File: src/rtl/rx_dbuf_pkg.sv
package rx_dbuf_pkg;

  typedef enum logic [1:0] {
    SRC_STAGE1 = 2'd0,
    SRC_STAGE2 = 2'd1,
    SRC_FIFO   = 2'd2
  } rd_src_e;

  // Interrupt qualifier: with wake-up active in 9-bit mode only words
  // carrying a set ninth bit are announced.
  function automatic logic wake_pass(input logic wake, input logic nine,
                                     input logic top_bit);
    return !(wake && nine) || top_bit;
  endfunction

endpackage

File: src/rtl/rx_dbuf_fifo.sv
module rx_dbuf_fifo #(
  parameter int W     = 9,
  parameter int DEPTH = 4,
  localparam int PW   = (DEPTH > 1) ? $clog2(DEPTH) : 1,
  localparam int CW   = $clog2(DEPTH + 1)
) (
  input  logic          clk,
  input  logic          rst_n,
  input  logic          flush,
  input  logic          push,
  input  logic [W-1:0]  push_word,
  input  logic          pop,
  output logic [W-1:0]  head,
  output logic [CW-1:0] count
);

  logic [W-1:0]  mem [DEPTH];
  logic [PW-1:0] wr_ptr_q, wr_ptr_d, rd_ptr_q, rd_ptr_d;
  logic [CW-1:0] cnt_q, cnt_d;

  function automatic logic [PW-1:0] bump(input logic [PW-1:0] p);
    return (p == PW'(DEPTH - 1)) ? '0 : p + PW'(1);
  endfunction

  always_comb begin
    wr_ptr_d = push ? bump(wr_ptr_q) : wr_ptr_q;
    rd_ptr_d = pop  ? bump(rd_ptr_q) : rd_ptr_q;
    cnt_d    = cnt_q + CW'(push) - CW'(pop);
  end

  always_ff @(posedge clk or negedge rst_n) begin
    if (!rst_n) begin
      wr_ptr_q <= '0;
      rd_ptr_q <= '0;
      cnt_q    <= '0;
    end else if (flush) begin
      wr_ptr_q <= '0;
      rd_ptr_q <= '0;
      cnt_q    <= '0;
    end else if (push || pop) begin
      wr_ptr_q <= wr_ptr_d;
      rd_ptr_q <= rd_ptr_d;
      cnt_q    <= cnt_d;
    end
  end

  always_ff @(posedge clk) begin
    if (push && !flush) mem[wr_ptr_q] <= push_word;
  end

  assign head  = mem[rd_ptr_q];
  assign count = cnt_q;

endmodule

File: src/rtl/rx_dbuf_ctrl.sv
module rx_dbuf_ctrl #(
  parameter int DEPTH = 4,
  localparam int CW   = $clog2(DEPTH + 1)
) (
  input  logic          clk_out_mode,
  input  logic          stage2_en,
  input  logic          fifo_en,
  input  logic          s1_full,
  input  logic          s2_full,
  input  logic [CW-1:0] fifo_count,
  input  logic [CW-1:0] fill_lvl,
  output logic          use_s2,
  output logic [CW-1:0] thr,
  output logic          stall
);

  always_comb begin
    use_s2 = !clk_out_mode || stage2_en || fifo_en;
    thr    = (fill_lvl == '0 || fill_lvl > CW'(DEPTH)) ? CW'(DEPTH) : fill_lvl;
    if (!clk_out_mode)  stall = 1'b0;
    else if (!use_s2)   stall = s1_full;
    else if (!fifo_en)  stall = s1_full && s2_full;
    else                stall = (fifo_count >= thr) && s1_full && s2_full;
  end

endmodule

File: src/rtl/rx_dbuf.sv
module rx_dbuf
  import rx_dbuf_pkg::*;
#(
  parameter int W     = 9,
  parameter int DEPTH = 4,
  localparam int CW   = $clog2(DEPTH + 1)
) (
  input  logic          clk,
  input  logic          rst_n,
  input  logic          flush,
  input  logic          frame_vld,
  input  logic [W-1:0]  frame_word,
  input  logic          clk_out_mode,
  input  logic          stage2_en,
  input  logic          fifo_en,
  input  logic          wake_en,
  input  logic          nine_bit_mode,
  input  logic          auto_rx_off,
  input  logic [CW-1:0] fill_lvl,
  input  logic          rd_data,
  input  logic          rd_status,
  output logic [W-1:0]  rd_word,
  output logic          data_avail,
  output logic          stall_req,
  output logic          rx_irq,
  output logic          ovr_err,
  output logic          fifo_ovr_err,
  output logic [CW-1:0] fifo_count,
  output logic          rx_en_clear
);

  logic [W-1:0]  s1_q, s2_q, head;
  logic          s1_v_q, s2_v_q, s1_v_d, s2_v_d;
  logic          ovr_q, ovr_d, fovr_q, fovr_d, irq_q, irq_d, stall_q;
  logic          use_s2, stall, pop, push, s2_rd, s1_rd, mv, take, drop;
  logic [CW-1:0] thr, cnt, cnt_a;
  rd_src_e       src;

  rx_dbuf_ctrl #(.DEPTH(DEPTH)) u_ctrl (
    .clk_out_mode(clk_out_mode), .stage2_en(stage2_en), .fifo_en(fifo_en),
    .s1_full(s1_v_q), .s2_full(s2_v_q), .fifo_count(cnt), .fill_lvl(fill_lvl),
    .use_s2(use_s2), .thr(thr), .stall(stall)
  );

  rx_dbuf_fifo #(.W(W), .DEPTH(DEPTH)) u_fifo (
    .clk(clk), .rst_n(rst_n), .flush(flush), .push(push), .push_word(s2_q),
    .pop(pop), .head(head), .count(cnt)
  );

  // Stage movement, evaluated from the FIFO end backwards so that space
  // freed in one place can be used upstream within the same cycle.
  always_comb begin
    pop    = rd_data && fifo_en && (cnt != '0);
    cnt_a  = cnt - CW'(pop);
    push   = fifo_en && s2_v_q && (cnt_a < thr);
    s2_rd  = !fifo_en && use_s2 && rd_data;
    mv     = use_s2 && s1_v_q && (!s2_v_q || push || s2_rd);
    s2_v_d = mv || (s2_v_q && !push && !s2_rd);
    s1_rd  = !use_s2 && rd_data;
    take   = frame_vld && (!s1_v_q || mv || s1_rd);
    drop   = frame_vld && !take;
    s1_v_d = take || (s1_v_q && !mv && !s1_rd);
    irq_d  = (push && wake_pass(wake_en, nine_bit_mode, s2_q[W-1]))
          || (mv && !fifo_en && wake_pass(wake_en, nine_bit_mode, s1_q[W-1]))
          || (take && !use_s2 && wake_pass(wake_en, nine_bit_mode, frame_word[W-1]));
    ovr_d  = (drop && !fifo_en) || (ovr_q && !rd_status);
    fovr_d = (drop && fifo_en) || (fovr_q && !rd_status);
  end

  always_ff @(posedge clk or negedge rst_n) begin
    if (!rst_n) begin
      s1_v_q <= 1'b0; s2_v_q <= 1'b0; ovr_q <= 1'b0; fovr_q <= 1'b0;
      irq_q  <= 1'b0; stall_q <= 1'b0;
    end else if (flush) begin
      s1_v_q <= 1'b0; s2_v_q <= 1'b0; ovr_q <= 1'b0; fovr_q <= 1'b0;
      irq_q  <= 1'b0; stall_q <= 1'b0;
    end else begin
      s1_v_q <= s1_v_d; s2_v_q <= s2_v_d; ovr_q <= ovr_d; fovr_q <= fovr_d;
      irq_q  <= irq_d;  stall_q <= stall;
    end
  end

  always_ff @(posedge clk or negedge rst_n) begin
    if (!rst_n) begin
      s1_q <= '0;
      s2_q <= '0;
    end else begin
      if (take) s1_q <= frame_word;
      if (mv)   s2_q <= s1_q;
    end
  end

  always_comb begin
    if (fifo_en)     src = SRC_FIFO;
    else if (use_s2) src = SRC_STAGE2;
    else             src = SRC_STAGE1;
    case (src)
      SRC_FIFO:   begin rd_word = head; data_avail = (cnt != '0); end
      SRC_STAGE2: begin rd_word = s2_q; data_avail = s2_v_q;      end
      default:    begin rd_word = s1_q; data_avail = s1_v_q;      end
    endcase
  end

  assign stall_req    = stall;
  assign rx_irq       = irq_q;
  assign ovr_err      = ovr_q;
  assign fifo_ovr_err = fovr_q;
  assign fifo_count   = cnt;
  assign rx_en_clear  = auto_rx_off && fifo_en && stall && !stall_q;

endmodule

File: config.mk
export PLATFORM = sky130hd
export DESIGN_NAME = rx_dbuf
export DESIGN_NICKNAME = d
export VERILOG_FILES = /design/src/rtl/rx_dbuf_pkg.sv /design/src/rtl/rx_dbuf_fifo.sv /design/src/rtl/rx_dbuf_ctrl.sv /design/src/rtl/rx_dbuf.sv
export SDC_FILE = /design/constraint.sdc
export NUM_CORES = 1
export LEC_CHECK = 0
export CORE_MARGIN = 2
export CORE_UTILIZATION = 47
export CTS_BUF_LIST = sky130_fd_sc_hd__clkbuf_8
export DETAILED_ROUTE_END_ITERATION = 10
export GPL_ROUTABILITY_DRIVEN = 0
export HOLD_SLACK_MARGIN = 0.03
export PLACE_DENSITY_LB_ADDON = 0.3
export SLEW_MARGIN = 10
export SYNTH_ARGS = -nofsm -noshare
export SYNTH_HDL_FRONTEND = slang
export SYNTH_SLANG_ARGS = --single-unit
File: constraint.sdc
create_clock -name clk -period 4.4 [get_ports clk]
set_input_delay 0.66 -clock clk [delete_from_list [all_inputs] [get_ports clk]]
set_output_delay 0.66 -clock clk [all_outputs]
set_load 0.03 [all_outputs]
==> flow_metrics.env, run 1 <==
export IMPL_cp_depth=9
export IMPL_max_clock_freq_ghz=0.250
export IMPL_fin_worst_skew_ns=0.00640
export IMPL_switching_power_mw=0.381
export IMPL_antenna_found_initial=0
export IMPL_drt_antenna_violating_nets=0
export IMPL_internal_power_mw=1.06
export IMPL_worstPathArrival_ns=3.33
export IMPL_drt_iter0_markers=91
export IMPL_grt_total_usage_pct=19.1
export IMPL_synth_top_family_by_area="multiplexers"
export IMPL_synth_edf_count=36
export IMPL_die_x_um=87.7
export IMPL_pwr_share_clk_pct=29.1
export IMPL_cts_buffers=9
export IMPL_drv_slew=0
export IMPL_endpoint="stall_req"
export IMPL_final_hold_violation_count=0
export IMPL_slew_headroom_pct=53.4
export IMPL_synthesis_area_um2=3290
export IMPL_dp_hpwl_um=4490
export IMPL_dieArea_um2=7680
export IMPL_htreeDepth=3
export IMPL_synth_seq_area_share_pct=56.4
export IMPL_final_nets=329
export IMPL_p_per_area_nw_per_um2=362
export IMPL_area_growth_pct=20.8
export IMPL_synth_mux_area_share_pct=17.0
export IMPL_drive_gt1_share_pct=12.9
export IMPL_synth_simple_area_share_pct=9.28
export IMPL_worstSetupStartpoint="fill_lvl[0]"
export IMPL_synth_fa_ha_area_share_pct=6.31
export IMPL_rrSetupSlack_ns=0.94
export IMPL_clock_sinks=67
export IMPL_syn_nets=282
export IMPL_antenna_cells=0
export IMPL_yosysUniqueCellTypes=47
export IMPL_final_area_um2=3980
export IMPL_syn_avg_cell_area_um2=13.6
export IMPL_critPathMaxFanout=3
export IMPL_via_per_inst=5.33
export IMPL_wl_per_cell_um=16.9
export IMPL_grt_pass1_wl_um=10900
export IMPL_io_buffers=41
export IMPL_synth_compound_area_share_pct=7.53
export IMPL_grt_max_degree=32
export IMPL_min_delay_path_class="register to register"
export IMPL_synth_top_cell_by_area="edfxtp_1"
export IMPL_cp_cell_sequence="clkdlybuf4s50_1 > or2_2 > ha_1 > nand2b_1 > ha_1 > a21o_1 > a21oi_1 > o21ai_0 > clkdlybuf4s50_1"
export IMPL_period_share_pct=90.8
export IMPL_p_sw_share_pct=26.5
export IMPL_gr_total_overflow=0
export IMPL_path_clk_slew_ns=0.07
export IMPL_drv_cap=0
export IMPL_synth_xor_area_share_pct=0.533
export IMPL_power_frac_seq_pct=54.1
export IMPL_dr_total_vias=2077
export IMPL_synth_top_area_share_pct=32.9
export IMPL_drc=0
export IMPL_synthTopCellsByArea="edfxtp_1, dfrtp_1, mux4_2"
export IMPL_ff2ff_path_depth=11
export IMPL_cts_resized=0
export IMPL_cp_top_family="buffers and inverters"
export IMPL_drtPass1Iterations=5
export IMPL_post_cts_buffers=0
export IMPL_rsz0062_at_grt="no"
export IMPL_start_util_pct=48.4
export IMPL_finalSetupViolations=0
export IMPL_crit_required_ns=3.74
export IMPL_cts_buffer_depth=2
export IMPL_status="finished clean"
export IMPL_holdWs_ns=0.519
export IMPL_fin_setup_tns_ns=0
export IMPL_critPathMaxStageDelay_ns=0.61
export IMPL_critPathBufInv=2
export IMPL_design_core_area_um2=6790
export IMPL_yosysWarnings=0
export IMPL_synth_seq_cells=67
export IMPL_worstSetupPathType="primary input to output pin"
export IMPL_rows=30
export IMPL_synthCells=242
export IMPL_grt_pass1_vias=2093
export IMPL_worst_path_max_delay_cell="clkdlybuf4s50_1"
export IMPL_async_reset_ff_share_pct=46.3
export IMPL_cts_root_buf="clkbuf_8"
export IMPL_synth_main_ff_cell="edfxtp_1"
export IMPL_worstMarginPinSlew_ns=0.699
export IMPL_peakVddDrop_v=0.000257
export IMPL_p_leak_nw=1.54
export IMPL_ios=42
export IMPL_die_y_um=87.7
export IMPL_wirelength_um=6580
export IMPL_postPlaceCellArea_um2=3810
export IMPL_fin_crit_ns=3.99
export IMPL_worstReg2RegStart="u_fifo.count[2]"
export IMPL_crit_path_end_kind="output pin"
export IMPL_combPwrFrac_pct=16.9
export IMPL_clk_latency_ns=0.33
export IMPL_ctsHoldBuffers=0
export IMPL_cts_tree="done"
export IMPL_r2r_end="s1_q[2]"
export IMPL_cp_start_kind="primary input"
==> sequential cells by signal, indices dropped and copies added (netlist names) <==
name / flops
fifo_ovr_err: 1
u_fifo.wr_ptr_q: 2
stall_q: 1
rx_irq: 1
s2_q: 9
s2_v_q: 1
ovr_err: 1
u_fifo.count: 3
u_fifo.mem: 36
s1_v_q: 1
u_fifo.rd_ptr_q: 2
s1_q: 9
==> power groups by stage <==
stage | Sequential (mW) | Combinational (mW) | Clock, mW
after floorplan | 0.779 | 0.153 | 0
after global placement | 0.790 | 0.240 | 0
after detailed placement | 0.792 | 0.244 | 0
after CTS | 0.779 | 0.246 | 0.434
after global routing | 0.787 | 0.266 | 0.460
final | 0.779 | 0.243 | 0.418
==> cell usage after synthesis (3+ instances only) <==
cell type   n
mux2_1      9
nor3_1      4
edfxtp_1   36
clkbuf_1    5
o21ai_1    11
mux2i_1    12
mux4_2      9
o41ai_1     3
dfrtp_1    31
inv_1      10
mux2_4      9
buf_2       4
nand2_1    18
nand3b_1    3
and2_1      4
a21oi_1     8
nand2b_1    5
nor2b_1     7
o21ai_0     3
ha_1       15
nor2_1      6
==> cells by family after synthesis <==
family                   count (synthesis)
AO/OA/AOI/OAI                           38
XOR/XNOR                                 2
adder cells (fa/ha/maj)                 16
buffers and inverters                   22
flip-flops                              67
multiplexers                            39
AND/OR/NAND/NOR                         58
==> metal layers <==
metal  GRT usage (%)  up-vias  share of wire, %
met5               0        -                 0
li1                -      989                 -
met3            5.09        6               3.1
met1            27.2     1042                48
met4            6.57        0               1.3
met2            28.5       40                48
==> cell type report <==
| type | instances | area (µm²) |
|---|---|---|
| clock buffer | 10 | 138 |
| clock inverter | 6 | 26.3 |
| fill | 551 | 2820 |
| inverter | 11 | 41.3 |
| multi-input combinational | 153 | 1340 |
| sequential | 67 | 1860 |
| tap | 96 | 120 |
| timing repair buffer | 47 | 455 |
==> worst reg2reg max path: stages, from the launching register on <==
cell and delay (ns):
dfrtp_1 0.45, nor3_1 0.42, nor2_2 0.09, ha_1 0.21, ha_1 0.19, xor2_1 0.14, ha_1 0.31, and2_0 0.15
a311o_1 0.30, buf_4 0.18, a211o_1 0.52, mux2_4 0.39
==> stage by stage <==
step / std cells / setup WS (ns) / util, % / total power [mW]
after global routing: 390 / 0.276 / 58.5 / 1.51
after detailed placement: 374 / 0.401 / 56.1 / 1.04
final: 390 / 0.406 / 58.5 / 1.44
after CTS: 390 / 0.403 / 58.5 / 1.46
after global placement: 374 / 0.426 / 56.1 / 1.03
after floorplan: 242 / 0.644 / - / 0.932
==> placed cells by master, fill, tap and decap left out, drive strengths merged, types with 2 or more instances in the layout <==
cell and instances:
mux4 9, o41ai 3, ha 15, edfxtp 36, and2 5, mux2 18
dfrtp 31, mux2i 12, nand2b 5, o21ai 14, clkdlybuf4s50 41, nor2b 7
o211ai 2, nor3 4, a21oi 8, a21o 2, nor2 7, xor2 2
inv 13, nand3b 3, clkinv 3, clkbuf 10, nand2 18, buf 6
or3 2
==> worst min-delay path by stage <==
stage                  from            to  depth (start not counted)
6_report            s1_q[5]       s2_q[5]                          1
2_1_floorplan         rst_n  fifo_ovr_err                          0
5_1_grt        fifo_ovr_err  fifo_ovr_err                          2
3_3_place_gp        s1_q[5]       s2_q[5]                          1
4_1_cts             s1_q[5]       s2_q[5]                          1
3_5_place_dp        s1_q[3]       s2_q[3]                          1
No activity file was read; power rests on OpenSTA's default activity.
==> inputs of run 2 (changes only) <==
--- a/config.mk
+++ b/config.mk
@@ -9,6 +9,7 @@
 export CORE_UTILIZATION = 47
 export CTS_BUF_LIST = sky130_fd_sc_hd__clkbuf_8
 export DETAILED_ROUTE_END_ITERATION = 10
+export DONT_BUFFER_PORTS = 1
 export GPL_ROUTABILITY_DRIVEN = 0
 export HOLD_SLACK_MARGIN = 0.03
 export PLACE_DENSITY_LB_ADDON = 0.3
==> constraint.sdc (replaced) <==
create_clock -name clk -period 4.4 [get_ports clk]
set_input_delay 0.88 -clock clk [delete_from_list [all_inputs] [get_ports clk]]
set_output_delay 0.88 -clock clk [all_outputs]
set_load 0.03 [all_outputs]
==> run 2 against run 1 <==
Compared with the run above: non-clock buffer count fell by 42; critical endpoint is now u_fifo.count[2]; sequential share of layout area rose by 4.4 points; combinational power fell by 30%; core utilization fell by 5.1 points; register-to-register slack got worse by 0.20 ns; die area did not move; routed wire length fell by 6.5%; highest routed layer unchanged; final area fell by 8.7%.
==> flow_metrics.env, run 2 (synthesized netlist as in run 1, its figures left out) <==
export IMPL_status="finished clean"
export IMPL_critPathMaxFanout=8
export IMPL_max_clock_freq_ghz=0.273
export IMPL_dpl_cell_count=332
export IMPL_worstSetupStartpoint="u_fifo.count[2]"
export IMPL_p_leak_nw=1.41
export IMPL_min_delay_path_class="primary input to async pin"
export IMPL_final_common_cell="edfxtp_1"
export IMPL_largest_reg_flops=36
export IMPL_cts_buffers=9
export IMPL_grt_max_degree=32
export IMPL_via_per_inst=5.46
export IMPL_drc=0
export IMPL_worstSetupPathType="register to register"
export IMPL_cts_tree="done"
export IMPL_htreeDepth=3
export IMPL_peakVddDrop_v=0.000193
export IMPL_p_per_area_nw_per_um2=425
export IMPL_crit_path_end_kind="register"
export IMPL_period_share_pct=83.1
export IMPL_cp_start_kind="register"
export IMPL_crit_path_frequent_cell="ha_1"
export IMPL_instances_no_fill=348
export IMPL_clock_sinks=67
export IMPL_drive_gt1_share_pct=16.7
export IMPL_cts_root_buf="clkbuf_8"
export IMPL_cts_resized=0
export IMPL_fin_crit_ns=3.66
export IMPL_ios=42
export IMPL_ff2ff_path_depth=15
export IMPL_worstReg2RegStart="u_fifo.count[2]"
export IMPL_grt_total_usage_pct=17.6
export IMPL_cts_buffer_depth=2
export IMPL_ctsHoldBuffers=0
export IMPL_clk_latency_ns=0.34
export IMPL_worstPathArrival_ns=3.91
export IMPL_finalSetupViolations=0
export IMPL_endpoint="u_fifo.count[2]"
export IMPL_path_clk_slew_ns=0.07
export IMPL_regMostFlops="u_fifo.mem"
export IMPL_drtPass1Iterations=4
export IMPL_drt_antenna_violating_nets=0
export IMPL_rrSetupSlack_ns=0.74
export IMPL_final_cell_mix="edfxtp_1, dfrtp_1, nand2_1"
export IMPL_io_buffers=0
export IMPL_grt_pass1_wl_um=10000
export IMPL_worst_path_max_delay_cell="dfrtp_1"
export IMPL_drt_iter0_markers=90
export IMPL_slew_headroom_pct=54.5
export IMPL_grt_pass1_vias=1911
export IMPL_drv_slew=0
export IMPL_final_nets=287
export IMPL_wl_per_cell_um=17.7
export IMPL_crit_required_ns=4.66
export IMPL_wirelength_um=6150
export IMPL_design_core_area_um2=6790
export IMPL_start_util_pct=48.4
export IMPL_r2r_end="u_fifo.count[2]"
export IMPL_antenna_cells=0
export IMPL_die_y_um=87.7
export IMPL_area_growth_pct=10.3
export IMPL_worstMarginPinSlew_ns=0.664
export IMPL_rsz0062_at_grt="no"
export IMPL_rows=30
export IMPL_die_x_um=87.7
export IMPL_dr_total_vias=1900
export IMPL_post_cts_buffers=0
export IMPL_fin_worst_skew_ns=0.00430
export IMPL_dp_hpwl_um=4110
export IMPL_dieArea_um2=7680
export IMPL_reg_top3="u_fifo.mem x36, s1_q x9, s2_q x9"
export IMPL_antenna_found_initial=0
export IMPL_gr_total_overflow=0
export IMPL_finalPower_mw=1.54
export IMPL_critPathMaxStageDelay_ns=0.55
export IMPL_drv_cap=0
export IMPL_fin_setup_tns_ns=0
export IMPL_final_hold_violation_count=0
export IMPL_cp_cell_sequence="nor3_1 > nor2_2 > ha_1 > ha_1 > xor2_1 > ha_1 > and2_0 > a311o_1 > inv_2 > ha_1 > fa_1 > xor2_1 > nor3_1 > a22oi_1 > o211ai_1"
-- run 2: changes by cell type in the layout (fill, tap and decap cells not counted), sizes merged --
cell | previous run | this run
clkinv | 3 | 2
clkdlybuf4s50 | 41 | 0
clkbuf | 10 | 11
buf | 6 | 5
bufinv | 0 | 2
inv | 13 | 11
-- run 2: worst min-delay path by stage --
stage | from | to | slack, ns | cells past startpoint
3_3_place_gp | s1_q[0] | s2_q[0] | 0.51 | 1
6_report | rst_n | s1_q[5] | 0.23 | 0
2_1_floorplan | s1_q[1] | s2_q[1] | 0.48 | 1
4_1_cts | rst_n | s1_q[5] | 0.21 | 0
3_5_place_dp | s1_q[2] | s2_q[2] | 0.51 | 1
5_1_grt | rst_n | s1_q[5] | 0.21 | 0
-- run 2: worst max-delay path: cells and delay by family (launching register included) --
family | cells | cell delay, ns
flip-flops | 1 | 0.55
AND/OR/NAND/NOR | 4 | 0.93
buffers and inverters | 1 | 0.09
adder cells (fa/ha/maj) | 5 | 1.30
XOR/XNOR | 2 | 0.32
AO/OA/AOI/OAI | 3 | 0.38
-- run 2: stage by stage --
step / setup slack (ns) / utilization [%] / area, µm² / hold slack [ns]
after floorplan: 0.424 / - / 3290 / 0.480
after global placement: 0.699 / 49.9 / 3390 / 0.505
after detailed placement: 0.678 / 49.9 / 3390 / 0.513
after CTS: 0.737 / 53.4 / 3630 / 0.215
after global routing: 0.458 / 53.4 / 3630 / 0.210
final: 0.742 / 53.4 / 3630 / 0.231
-- run 2: final cells by class --
type	instances	area (µm²)
clock inverters	5	85.1
multi-input cells	153	1340
repair buffers	5	37.5
well taps	96	120
flip-flops and latches	67	1860
clock buffers	11	151
inverters	11	41.3
fillers	553	3160
-- run 2: layer usage --
metal | GRT usage (%) | routed length [µm] | vias up
met3 | 3.96 | 319 | 8
met5 | 0 | 0 | -
met2 | 26.1 | 2850 | 41
met1 | 25.2 | 2890 | 945
met4 | 7.55 | 99 | 0
li1 | - | - | 906
-- run 2: power by group --
part           leakage, nW  internal (mW)  switching (mW)
combinational        0.579         0.0753          0.0938
clock                0.116          0.352           0.235
sequential           0.714          0.728          0.0580
total                 1.41           1.15           0.387
==> inputs of run 3 (changes only) <==
==> constraint.sdc (replaced) <==
create_clock -name clk -period 3.54 [get_ports clk]
set_input_delay 0.708 -clock clk [delete_from_list [all_inputs] [get_ports clk]]
set_output_delay 0.708 -clock clk [all_outputs]
set_load 0.03 [all_outputs]
==> run 3 against run 2 <==
Compared with the run above: first-iteration DRC count increased by 69%; count of clock-buffer cells in the layout is 1 lower; setup slack lost 0.43 ns; routed wire length is 0.99% higher; die area unchanged; clock skew rose by 0.0046 ns; final cell count is 4.9% higher; via count grew 4.2%.
==> flow_metrics.env, run 3 (synthesized netlist as in run 1, its figures left out) <==
export IMPL_slew_headroom_pct=54.7
export IMPL_regArea_um2=1860
export IMPL_worstPathArrival_ns=3.45
export IMPL_drt_iter0_markers=152
export IMPL_post_cts_buffers=0
export IMPL_fin_worst_skew_ns=0.00894
export IMPL_drc=0
export IMPL_grt_pass1_wl_um=10400
export IMPL_rrSetupSlack_ns=0.32
export IMPL_p_leak_nw=1.51
export IMPL_post_route_util_pct=55.8
export IMPL_cts_buffer_depth=2
export IMPL_ff2ff_path_depth=11
export IMPL_antenna_found_initial=0
export IMPL_final_nets=304
export IMPL_via_per_inst=5.42
export IMPL_min_delay_path_class="primary input to async pin"
export IMPL_worstSetupPathType="register to register"
export IMPL_final_cell_mix="edfxtp_1, dfrtp_1, buf_4"
export IMPL_final_hold_violation_count=0
export IMPL_cts_buffers=9
export IMPL_antenna_cells=0
export IMPL_grt_max_degree=32
export IMPL_clock_sinks=67
export IMPL_regMostFlops="u_fifo.mem"
export IMPL_cts_tree="done"
export IMPL_cts_root_buf="clkbuf_8"
export IMPL_wl_per_cell_um=17.0
export IMPL_gr_total_overflow=0
export IMPL_postPlaceCellArea_um2=3550
export IMPL_critPathMaxFanout=11
export IMPL_dpl_cell_count=349
export IMPL_htreeDepth=3
export IMPL_timing_final_ws_setup_ns=0.316
export IMPL_die_y_um=87.7
export IMPL_worstMarginPinSlew_ns=0.679
export IMPL_worstReg2RegStart="u_fifo.count[0]"
export IMPL_status="finished clean"
export IMPL_fin_setup_tns_ns=0
export IMPL_drtPass1Iterations=4
export IMPL_area_growth_pct=15.2
export IMPL_cts_resized=0
export IMPL_wirelength_um=6210
export IMPL_grt_total_usage_pct=18.4
export IMPL_crit_required_ns=3.76
export IMPL_clk_latency_ns=0.34
export IMPL_rows=30
export IMPL_drive_gt1_share_pct=22.3
export IMPL_design_core_area_um2=6790
export IMPL_ios=42
export IMPL_peakVddDrop_v=0.000261
export IMPL_crit_path_end_kind="register"
export IMPL_path_clk_slew_ns=0.07
export IMPL_dp_hpwl_um=4390
export IMPL_start_util_pct=48.4
export IMPL_reg_top3="u_fifo.mem x36, s1_q x9, s2_q x9"
export IMPL_drv_slew=0
export IMPL_holdWs_ns=0.0602
export IMPL_finalPower_mw=1.98
export IMPL_rsz0062_at_grt="no"
export IMPL_grt_pass1_vias=2022
export IMPL_finalSetupViolations=0
export IMPL_io_buffers=0
export IMPL_p_per_area_nw_per_um2=521
export IMPL_max_clock_freq_ghz=0.310
export IMPL_largest_reg_flops=36
export IMPL_die_x_um=87.7
export IMPL_period_share_pct=91.1
export IMPL_final_area_um2=3790
export IMPL_r2r_end="s1_q[2]"
export IMPL_cp_start_kind="register"
export IMPL_instances_no_fill=365
export IMPL_multi_input_area_um2=1360
export IMPL_pre_cts_slack_ns=0.259
export IMPL_ctsHoldBuffers=0
export IMPL_fin_crit_ns=3.22
export IMPL_final_common_cell="edfxtp_1"
export IMPL_nFillCells=559
export IMPL_dr_total_vias=1979
export IMPL_drv_cap=0
export IMPL_dieArea_um2=7680
export IMPL_drt_antenna_violating_nets=0
## run 3: metal layers
layer / routed length [µm] / track usage, %
met2: 2990 / 27.3
met4: 104 / 7.41
met5: 0 / 0
met3: 354 / 5.56
met1: 2760 / 25.6
## run 3: final cells by class
| cell class | instances | area share, % |
|---|---|---|
| clock inverters | 6 | 2.77 |
| flip-flops and latches | 67 | 49.0 |
| multi-input cells | 153 | 36.0 |
| clock buffers | 10 | 3.63 |
| well taps | 96 | 3.17 |
| repair buffers | 22 | 4.36 |
| inverters | 11 | 1.09 |
## run 3: critical path: stages, from the launching register on
cell	delay (ns)
dfrtp_1	0.39
nor3_2	0.35
nor2_4	0.07
ha_4	0.16
ha_1	0.18
xor2_1	0.14
ha_1	0.30
and2_0	0.15
a311o_1	0.30
buf_4	0.18
a211o_1	0.50
mux2_4	0.38
## run 3: worst max-delay path by stage
stage | endpoint | slack (ns) | startpoint
floorplan | u_fifo.count[2] | 0.01 | fifo_en
global placement | s1_q[5] | 0.32 | rd_data
detailed placement | s1_q[8] | 0.26 | rd_data
CTS | s1_q[2] | 0.31 | u_fifo.count[0]
global route | u_fifo.count[2] | 0.12 | u_fifo.count[0]
finish | s1_q[2] | 0.32 | u_fifo.count[0]
## run 3: where the power goes
group          total [mW]  internal (mW)  switching, mW
clock network       0.757          0.482          0.275
logic               0.248          0.118          0.131
registers           0.970          0.905         0.0651
